===== src/rtl/scan_pkg.sv =====
package scan_pkg;

    // Phase of one scan axis; the order is the order in which phases follow.
    typedef enum logic [1:0] {
        PH_ACTIVE = 2'd0,
        PH_FRONT  = 2'd1,
        PH_SYNC   = 2'd2,
        PH_BACK   = 2'd3
    } scan_phase_e;

endpackage


===== src/rtl/scan_axis.sv =====
// One scan axis: a phase machine plus an absolute position counter.
module scan_axis
    import scan_pkg::*;
#(
    parameter int ACT = 336,
    parameter int FP  = 0,
    parameter int SW  = 0,
    parameter int BP  = 0,
    parameter int CW  = 9
) (
    input  logic              clk,
    input  logic              rst,
    input  logic              step,
    output logic [CW-1:0]     coord,
    output scan_phase_e       phase,
    output logic              wrap
);

    scan_phase_e   phase_q, phase_nxt;
    logic [CW-1:0] cnt_q;
    logic [CW-1:0] coord_q;
    logic          at_end;

    function automatic int unsigned span(scan_phase_e p);
        int unsigned len;
        unique case (p)
            PH_ACTIVE: len = ACT;
            PH_FRONT:  len = FP;
            PH_SYNC:   len = SW;
            PH_BACK:   len = BP;
        endcase
        return len;
    endfunction

    // Next phase in order, skipping any phase of zero length.
    function automatic scan_phase_e successor(scan_phase_e p);
        scan_phase_e nx;
        unique case (p)
            PH_ACTIVE: nx = (FP > 0) ? PH_FRONT : (SW > 0) ? PH_SYNC :
                            (BP > 0) ? PH_BACK : PH_ACTIVE;
            PH_FRONT:  nx = (SW > 0) ? PH_SYNC : (BP > 0) ? PH_BACK : PH_ACTIVE;
            PH_SYNC:   nx = (BP > 0) ? PH_BACK : PH_ACTIVE;
            PH_BACK:   nx = PH_ACTIVE;
        endcase
        return nx;
    endfunction

    assign at_end = (cnt_q == CW'(span(phase_q) - 1));

    always_comb begin
        phase_nxt = phase_q;
        if (step && at_end) begin
            phase_nxt = successor(phase_q);
        end
    end

    // State register
    always_ff @(posedge clk) begin
        if (rst) begin
            phase_q <= PH_ACTIVE;
        end else begin
            phase_q <= phase_nxt;
        end
    end

    // Counters
    always_ff @(posedge clk) begin
        if (rst) begin
            cnt_q   <= '0;
            coord_q <= '0;
        end else if (step) begin
            cnt_q   <= at_end ? '0 : cnt_q + 1'b1;
            coord_q <= wrap ? '0 : coord_q + 1'b1;
        end
    end

    // Outputs
    always_comb begin
        phase = phase_q;
        coord = coord_q;
        wrap  = step && at_end && (successor(phase_q) == PH_ACTIVE);
    end

    p_cnt_in_span_r2: assert property (@(posedge clk) disable iff (rst)
        int'(cnt_q) < int'(span(phase_q)));

    p_phase_change_r2: assert property (@(posedge clk) disable iff (rst)
        (phase_q != $past(phase_q)) |-> $past(step && at_end));

    p_coord_wrap_r3: assert property (@(posedge clk) disable iff (rst)
        wrap |=> (coord_q == '0));

endmodule


===== src/rtl/nib_addr_gen.sv =====
// Computes the memory address of the current group of four pixels.
module nib_addr_gen #(
    parameter int NIB  = 84,
    parameter int LPR  = 16,
    parameter int ROWS = 12,
    parameter int AW   = 14,
    parameter int HCW  = 9
) (
    input  logic           clk,
    input  logic           rst,
    input  logic [HCW-1:0] hc,
    input  logic           fetch,
    input  logic           line_end,
    input  logic           frame_end,
    input  logic           v_act,
    output logic [AW-1:0]  addr
);

    localparam int ROW_SPAN = NIB * LPR;
    localparam int SLW      = (LPR > 1) ? $clog2(LPR) : 1;

    logic [AW-1:0]  row_base_q;
    logic [SLW-1:0] sl_q;

    always_ff @(posedge clk) begin
        if (rst || frame_end) begin
            row_base_q <= '0;
            sl_q       <= '0;
        end else if (line_end && v_act) begin
            if (sl_q == SLW'(LPR - 1)) begin
                sl_q       <= '0;
                row_base_q <= row_base_q + AW'(ROW_SPAN);
            end else begin
                sl_q <= sl_q + 1'b1;
            end
        end
    end

    assign addr = row_base_q + AW'(sl_q) + AW'(hc >> 2) * AW'(LPR);

    p_addr_step_r5: assert property (@(posedge clk) disable iff (rst)
        (fetch && hc != '0) |-> (addr == $past(addr, 4) + AW'(LPR)));

    p_addr_range_r5: assert property (@(posedge clk) disable iff (rst)
        fetch |-> (int'(addr) < ROWS * ROW_SPAN));

endmodule


===== src/rtl/nib_shifter.sv =====
// Two-stage output path: loads the returned nibble and shifts it out MSB first.
module nib_shifter #(
    parameter int VW     = 4,
    parameter bit HS_POL = 1'b1,
    parameter bit VS_POL = 1'b1
) (
    input  logic          clk,
    input  logic          rst,
    input  logic          fetch,
    input  logic          act,
    input  logic          hs,
    input  logic          vs,
    input  logic          ls,
    input  logic          fs,
    input  logic [VW-1:0] rdata,
    output logic          pix,
    output logic          pix_active,
    output logic          hsync,
    output logic          vsync,
    output logic          line_start,
    output logic          frame_start
);

    logic       fetch_d, act_d, hs_d, vs_d, ls_d, fs_d;
    logic       act_q, hs_q, vs_q, ls_q, fs_q;
    logic [3:0] sh_q;

    always_ff @(posedge clk) begin
        if (rst) begin
            fetch_d <= 1'b0; act_d <= 1'b0; hs_d <= 1'b0;
            vs_d    <= 1'b0; ls_d  <= 1'b0; fs_d <= 1'b0;
            act_q   <= 1'b0; hs_q  <= 1'b0; vs_q <= 1'b0;
            ls_q    <= 1'b0; fs_q  <= 1'b0;
            sh_q    <= '0;
        end else begin
            fetch_d <= fetch; act_d <= act; hs_d <= hs;
            vs_d    <= vs;    ls_d  <= ls;  fs_d <= fs;
            act_q   <= act_d; hs_q  <= hs_d; vs_q <= vs_d;
            ls_q    <= ls_d;  fs_q  <= fs_d;
            sh_q    <= fetch_d ? rdata[3:0] : {sh_q[2:0], 1'b0};
        end
    end

    always_comb begin
        pix         = act_q & sh_q[3];
        pix_active  = act_q;
        hsync       = hs_q ? HS_POL : ~HS_POL;
        vsync       = vs_q ? VS_POL : ~VS_POL;
        line_start  = ls_q;
        frame_start = fs_q;
    end

    p_frame_on_line_r9: assert property (@(posedge clk) disable iff (rst)
        fs_q |-> ls_q);

    p_sync_blank_r4: assert property (@(posedge clk) disable iff (rst)
        hs_q |-> !act_q);

endmodule


===== src/rtl/nibble_scanout.sv =====
module nibble_scanout
    import scan_pkg::*;
#(
    parameter int H_ACT  = 336,
    parameter int H_FP   = 0,
    parameter int H_SW   = 0,
    parameter int H_BP   = 0,
    parameter int ROWS   = 12,
    parameter int LPR    = 16,
    parameter int V_FP   = 0,
    parameter int V_SW   = 0,
    parameter int V_BP   = 0,
    parameter int VW     = 4,
    parameter bit HS_POL = 1'b1,
    parameter bit VS_POL = 1'b1,
    localparam int NIB   = H_ACT / 4,
    localparam int V_ACT = ROWS * LPR,
    localparam int HT    = H_ACT + H_FP + H_SW + H_BP,
    localparam int VT    = V_ACT + V_FP + V_SW + V_BP,
    localparam int HCW   = $clog2(HT + 1),
    localparam int VCW   = $clog2(VT + 1),
    localparam int AW    = $clog2(ROWS * NIB * LPR)
) (
    input  logic          clk,
    input  logic          rst,
    output logic [AW-1:0] vram_addr,
    input  logic [VW-1:0] vram_data,
    output logic          pix,
    output logic          pix_active,
    output logic          hsync,
    output logic          vsync,
    output logic          line_start,
    output logic          frame_start
);

    logic [HCW-1:0] hc;
    logic [VCW-1:0] vc;
    scan_phase_e    h_ph, v_ph;
    logic           h_wrap, v_wrap;
    logic           h_act, v_act, act, fetch;

    scan_axis #(.ACT(H_ACT), .FP(H_FP), .SW(H_SW), .BP(H_BP), .CW(HCW)) u_h_axis (
        .clk(clk), .rst(rst), .step(1'b1),
        .coord(hc), .phase(h_ph), .wrap(h_wrap)
    );

    scan_axis #(.ACT(V_ACT), .FP(V_FP), .SW(V_SW), .BP(V_BP), .CW(VCW)) u_v_axis (
        .clk(clk), .rst(rst), .step(h_wrap),
        .coord(vc), .phase(v_ph), .wrap(v_wrap)
    );

    assign h_act = (h_ph == PH_ACTIVE);
    assign v_act = (v_ph == PH_ACTIVE);
    assign act   = h_act && v_act;
    assign fetch = act && (hc[1:0] == 2'b00);

    nib_addr_gen #(.NIB(NIB), .LPR(LPR), .ROWS(ROWS), .AW(AW), .HCW(HCW)) u_addr (
        .clk(clk), .rst(rst), .hc(hc), .fetch(fetch),
        .line_end(h_wrap), .frame_end(v_wrap), .v_act(v_act),
        .addr(vram_addr)
    );

    nib_shifter #(.VW(VW), .HS_POL(HS_POL), .VS_POL(VS_POL)) u_shift (
        .clk(clk), .rst(rst), .fetch(fetch), .act(act),
        .hs(h_ph == PH_SYNC), .vs(v_ph == PH_SYNC),
        .ls(hc == '0), .fs((hc == '0) && (vc == '0)),
        .rdata(vram_data),
        .pix(pix), .pix_active(pix_active), .hsync(hsync), .vsync(vsync),
        .line_start(line_start), .frame_start(frame_start)
    );

    p_vsync_at_line_r4: assert property (@(posedge clk) disable iff (rst)
        (vsync != $past(vsync)) |-> line_start);

endmodule


===== config.mk =====
export PLATFORM = sky130hd
export DESIGN_NAME = nibble_scanout
export DESIGN_NICKNAME = d
export VERILOG_FILES = /design/src/rtl/scan_pkg.sv /design/src/rtl/scan_axis.sv /design/src/rtl/nib_addr_gen.sv /design/src/rtl/nib_shifter.sv /design/src/rtl/nibble_scanout.sv
export SDC_FILE = /design/constraint.sdc
export NUM_CORES = 1
export LEC_CHECK = 0
export CORE_ASPECT_RATIO = 2
export CORE_MARGIN = 5
export CORE_UTILIZATION = 30
export CTS_BUF_LIST = sky130_fd_sc_hd__clkbuf_8
export CTS_CLUSTER_SIZE = 12
export DETAILED_ROUTE_END_ITERATION = 8
export SETUP_SLACK_MARGIN = 0.15
export SLEW_MARGIN = 15
export SYNTH_ARGS = -nofsm -noshare
export SYNTH_HDL_FRONTEND = slang
export SYNTH_SLANG_ARGS = --single-unit

===== constraint.sdc =====
create_clock -name clk -period 2.3 [get_ports clk]
set_input_delay 0.23 -clock clk [delete_from_list [all_inputs] [get_ports clk]]
set_output_delay 0.23 -clock clk [all_outputs]
set_load 0.01 [all_outputs]

======== Word level (Yosys, flattened, before mapping) ========
Index checks and enable logic that the tools add are counted.
operators by class
  add/sub/neg operators ................... 10
  eq/ne operators ......................... 9
  mux-type cells .......................... 10
  bitwise gates (word level) .............. 2
  reductions and logical operators ........ 23
operators by type and width
  kind                    count
  $add 9x1->9 const B     2
  $pmux 9 s2              1
  $add 8x1->8 const B     2
  $mux 8                  2
  $pmux 8 s2              1
  $add 14x11->14          1
  $add 14x11->14 const B  1
  $add 14x4->14           1
  $logic_not 2->1         5
  $eq 9x9->1              1
  $logic_not 9->1         1
  $sub 9x1->9 const B     1
  $eq 2x2->1 const B      4
  $eq 8x8->1              1
  $logic_not 8->1         1
  $mux 4                  2
  $reduce_or 4->1         2
  $sub 8x1->8 const B     1
  $logic_and 1x1->1       7
  $reduce_or 2->1         3
  $reduce_or 3->1         2
  $add 4x1->4 const B     1
  $eq 2x1->1 const B      2
  $eq 4x4->1 const B      1
  other kinds (6)         8
storage, ports and cells
  bits in registers ....................... 71
  input port bits ......................... 6
  output and inout bits ................... 20
  word-level logic and storage cells ...... 75

======== Longest topological paths before layout ========
  depth in word-level cells ............... 9
  gate-level depth with buffers ........... 7
  depth with buffers taken out ............ 7

======== By module ========
From an unflattened synthesis, not the netlist that was laid out.
second synthesis, totals
  cell total of the unflattened synthesis .. 319
  area total of the unflattened synthesis .. 2,911.5 µm²
modules (own cells, without submodules)
  module                 times used  cells an instance  area each (µm²)  seq. area each (µm²)
  scan_axis at u_h_axis  1           92                 845.8            360.3
  nib_addr_gen           1           93                 792.0            240.2
  scan_axis at u_v_axis  1           84                 738.2            320.3
  nib_shifter            1           35                 441.7            300.3
  nibble_scanout         1           15                 93.8             0.0

======== Worst setup path after synthesis ========
Ideal clock, no wire load.
  path type ............................... register to register
  start ................................... register u_h_axis.cnt_q[4]
  end ..................................... register u_addr.row_base_q[13]
  arrival time ............................ 1,966 ps
  data required time ...................... 2,230 ps
  slack ................................... 263 ps
  cell stages (with the launch flop) ...... 6
  path buffers ............................ 1
  period minus slack after synthesis ...... 2,037 ps
  path through ............................ dfxtp_1 or4b_4 or3_1 buf_2 or4_1 a21oi_1
on the way
  longest elaborated chain between the ends .. 5
RTL lines
  what                             line                RTL
  start: declaration               scan_axis.sv:20     logic [CW-1:0] cnt_q;
  start signal: assignment         scan_axis.sv:72     cnt_q <= at_end ? '0 : cnt_q + 1'b1;
  $eq 9x9->1 (*)                   scan_axis.sv:48     assign at_end = (cnt_q == CW'(span(phase_q) - 1));
  $logic_and 1x1->1 (*)            scan_axis.sv:81     wrap = step && at_end && (successor(phase_q) == PH_ACTIVE);
  $logic_and 1x1->1 (2 in series)  scan_axis.sv:81
  $logic_or 1x1->1                 nib_addr_gen.sv:26  if (rst || frame_end) begin
  end signal: assignment           nib_addr_gen.sv:32  row_base_q <= row_base_q + AW'(ROW_SPAN);
  end: declaration                 nib_addr_gen.sv:22  logic [AW-1:0] row_base_q;
Mark *: on every way between the ends. The rest lies on a longest branch, timed or not.
A chain may end at the register's enable or synchronous reset.

======== Worst setup path in the final report ========
  start ................................... register u_h_axis.coord_q[4], in the netlist u_h_axis.coord[4]
  end ..................................... output vram_addr[12]
on the way
  longest elaborated chain between the ends .. 1
RTL lines
  what                      line                  RTL
  start: declaration        scan_axis.sv:21       logic [CW-1:0] coord_q;
  start signal: assignment  scan_axis.sv:73       coord_q <= wrap ? '0 : coord_q + 1'b1;
  $add 14x11->14            nib_addr_gen.sv:39    assign addr = row_base_q + AW'(sl_q) + AW'(hc >> 2) * AW'(LPR);
  end: declaration          nibble_scanout.sv:26  output logic [AW-1:0] vram_addr,
No other way between the ends.

==> results.py <==
metrics = {
    "worst_setup_path": {
        "cpMaxStageDelayCell": "fa_2",
        "cp.depth": 8,
        "worst_r2r_path_depth": 4,
        "cp_top_family": "adder cells",
        "path_max_fanout": 2,
        "path_class": "flop to output pin",
        "worst-path-buf-inv": 2,
        "cp-end-kind": "output pin",
        "cp.arrival_ps": 1920,
        "crit_chain": "ha_2 -> inv_1 -> fa_2 -> nor2b_2 -> o21ai_2 -> a21oi_2 -> xor2_1 -> buf_2",
        "cp.required_ps": 2070,
        "cp-start-kind": "flop",
        "cpPeakStageDelay_ps": 350,
    },
    "cts": {
        "clkTransAtPathRegs_ps": 60,
        "numCtsBuffers": 9,
        "cts_sinks": 57,
        "clockBufferDepth": 2,
        "cts_tree": "yes",
        "h-tree-depth": 3,
        "root_buffer": "clkbuf_8",
        "cts_hold_buf": 0,
        "clkLatencyLatePin_ps": 340,
    },
    "timing": {
        "worst_pin_slew_ps": 520.6,
        "clock_skew_ps": 8.315,
        "fin_crit_sh_pct": 93.36,
        "max-slew-margin-rel_pct": 65.21,
        "setup_slack_ps": 152.6,
        "grt_setup_unrepaired": "yes",
        "tns_ps": 0,
        "whs_ps": 436.2,
        "fmax_mhz": 465.7,
        "finalHoldViolCount": 0,
        "setup_violations": 0,
        "fin_crit_ps": 2147,
        "slew_viol_final": 0,
    },
    "final_layout": {
        "fill_cells": 870,
        "design_area_sq_mm": 0.003390,
        "finalNetCount": 364,
        "diodes": 0,
        "final_util_pct": 38.92,
        "area_growth_pct": 26.59,
        "drive_gt1_share_pct": 15.76,
    },
    "placement": {
        "dpl_cell_area_sq_mm": 0.003100,
        "place.gp.congestion": 0.7893,
        "place_ws_ps": -24.35,
        "io_buffers": 23,
        "place_hpwl_mm": 4.398,
    },
    "die": {
        "start_util_pct": 30.75,
        "fp.dieH_um": 143.6,
        "core_area_sq_mm": 0.008708,
        "io-pin-count": 26,
        "die_w_um": 76.80,
        "rows": 48,
        "die_area_sq_mm": 0.01103,
    },
    "yosys": {
        "synth.top_cell.area_share_pct": 42.62,
        "yosysTopAreaCell": "dfxtp_1",
        "synth_edf_count": 0,
        "yosys_register_bits": 57,
        "synthTopCellsByCount": "dfxtp_1 (57), nor2_1 (42), xnor2_1 (21), nand2_1 (19), xor2_1 (16)",
        "seq_area_frac_synth_pct": 42.62,
        "ys_async_sr_fraction_pct": 0,
        "avgSynthCellArea_sq_um": 8.808,
        "synth.distinct_cells": 38,
        "synth-main-ff-cell": "dfxtp_1",
        "netlist_instances": 304,
        "syn_area_sq_mm": 0.002678,
        "yosys_warnings": 0,
        "synth.top_cells.by_area": "dfxtp_1 (43%), xnor2_1 (6.9%), ha_1 (6.1%), nor2_1 (5.9%), xor2_1 (5.2%)",
        "yosysMostFrequentCell": "dfxtp_1",
    },
    "power": {
        "leakage_uw": 0.001259,
        "pwr-share-comb_pct": 3.4,
        "p_seq_share_pct": 47.4,
        "clkPwrFrac_pct": 49.1,
        "switching_power_uw": 448.8,
        "swShare_pct": 20.79,
        "vdd_drop_max_mv": 0.2334,
        "p_per_area_mw_per_mm2": 636.9,
        "p_int_uw": 1710,
    },
    "drt": {
        "num_vias": 2182,
        "drc": 0,
        "ant_nets": 0,
        "vias_per_cell": 4.860,
        "drtIter0Drc": 134,
        "avgRoutedWirePerCell_um": 13.16,
        "drt_pass1_iterations": 4,
        "postRouteWirelength_mm": 5.909,
    },
    "grt": {
        "grt_max_degree": 25,
        "grt_use_total_pct": 11.22,
        "grt_pass1_wl_mm": 9.715,
        "grt_pass1_vias": 2106,
        "overflow": 0,
        "grt_antenna_before_repair": 0,
    },
    "hold_path": {
        "hp-class": "flop to flop",
        "min_path_cells": 1,
    },
    "outcome": {
        "status": "finished clean",
    },
    "run": {
        "max-cap-violations": 0,
    },
}
-- final cells by class --
| class | instances | area, sq um | area share, % |
|---|---|---|---|
| inverter | 13 | 48.80 | 1.440 |
| tap | 100 | 125.1 | 3.691 |
| sequential | 57 | 1150 | 33.92 |
| clock buffer | 11 | 151.4 | 4.467 |
| multi-input combinational | 221 | 1481 | 43.71 |
| timing repair buffer | 42 | 355.3 | 10.48 |
| clock inverter | 5 | 77.57 | 2.289 |
-- per-layer routing --
layer | global-route usage (%) | vias up | share of wire (%)
met5 | 0 | - | 0
met1 | 10.73 | 1017 | 39
li1 | - | 1127 | -
met2 | 20.62 | 28 | 55
met3 | 3.325 | 10 | 4.1
met4 | 6.912 | 0 | 2.4
-- final timing paths --
check / from / end / slack [ps]
hold / removal: u_shift.ls_d$_SDFF_PP0_ / u_shift.line_start$_SDFF_PP0_ / 440
setup reg to reg: u_h_axis.cnt_q[4]$_SDFF_PP0_ / u_addr.row_base_q[13]$_SDFFE_PP0P_ / 210
setup / recovery: u_h_axis.coord[4]$_SDFF_PP0_ / vram_addr[12] / 150
hold reg to reg: u_shift.ls_d$_SDFF_PP0_ / u_shift.line_start$_SDFF_PP0_ / 440
-- registers in the layout (all words and copies together) (netlist names), 4 cells and up --
| register | count |
|---|---|
| u_h_axis.cnt_q | 9 |
| u_v_axis.cnt_q | 8 |
| u_addr.sl_q | 4 |
| u_v_axis.coord | 8 |
| u_h_axis.coord | 9 |
| u_shift.sh_q | 4 |
| u_addr.row_base_q | 8 |
-- cells by family (layout without fill, tap and decap cells) --
| group | Yosys count | after routing | synth area share [%] |
|---|---|---|---|
| XOR/XNOR | 37 | 37 | 12.10 |
| other | 1 | 2 | 0.1401 |
| multiplexers | 4 | 4 | 1.495 |
| flip-flops | 57 | 57 | 42.62 |
| adder cells (fa/ha/maj) | 14 | 14 | 6.823 |
| buffers and inverters | 27 | 71 | 4.486 |
| AO/OA/AOI/OAI | 30 | 30 | 6.402 |
| AND/OR/NAND/NOR | 134 | 134 | 25.93 |
-- cell usage in the layout (no fill, tap or decap), types with 2 or more instances in the layout --
| master | n |
|---|---|
| dfxtp_1 | 52 |
| nor2_1 | 42 |
| xnor2_1 | 21 |
| nand2_1 | 19 |
| buf_4 | 19 |
| xor2_1 | 16 |
| clkdlybuf4s50_1 | 16 |
| nand3_1 | 14 |
| inv_1 | 13 |
| a21oi_1 | 11 |
| clkbuf_8 | 11 |
| nor4_1 | 10 |
| nand4_1 | 10 |
| ha_1 | 9 |
| o21ai_0 | 7 |
| or3_1 | 7 |
| and3_1 | 6 |
| nor3_1 | 5 |
| nor4b_1 | 4 |
| mux2i_1 | 4 |
| nor2b_1 | 4 |
| dfxtp_2 | 4 |
| ha_4 | 3 |
| dlygate4sd2_1 | 3 |
| o21ai_2 | 2 |
| a21oi_2 | 2 |
| nor3b_1 | 2 |
| and2_1 | 2 |
| and4_1 | 2 |
| nand4b_1 | 2 |
| or4_1 | 2 |
| conb_1 | 2 |
| clkinv_2 | 2 |
| bufinv_16 | 2 |
| buf_2 | 2 |
-- power groups by stage --
stage	clock, uW	combinational, uW	sequential (uW)
floorplan	0	44.8	1040
global placement	0	75.6	1050
detailed placement	0	76.0	1050
CTS	1100	76.6	1020
global route	1140	83.3	1030
finish	1060	74.4	1020
-- metrics by stage --
stage / power [uW] / std cells
after floorplan: 1089 / 305
after global placement: 1122 / 432
after detailed placement: 1123 / 432
after CTS: 2200 / 448
after global routing: 2253 / 449
final: 2159 / 449
-- what timing repair did --
action	CTS	global route
setup buffers	0	1
gates resized for setup	24	13
cloned	0	0
pin swaps	3	6
endpoints found under the hold margin	0	0
endpoints found under the setup margin	7	5
Note: power is estimated with default switching activity, not from simulation.
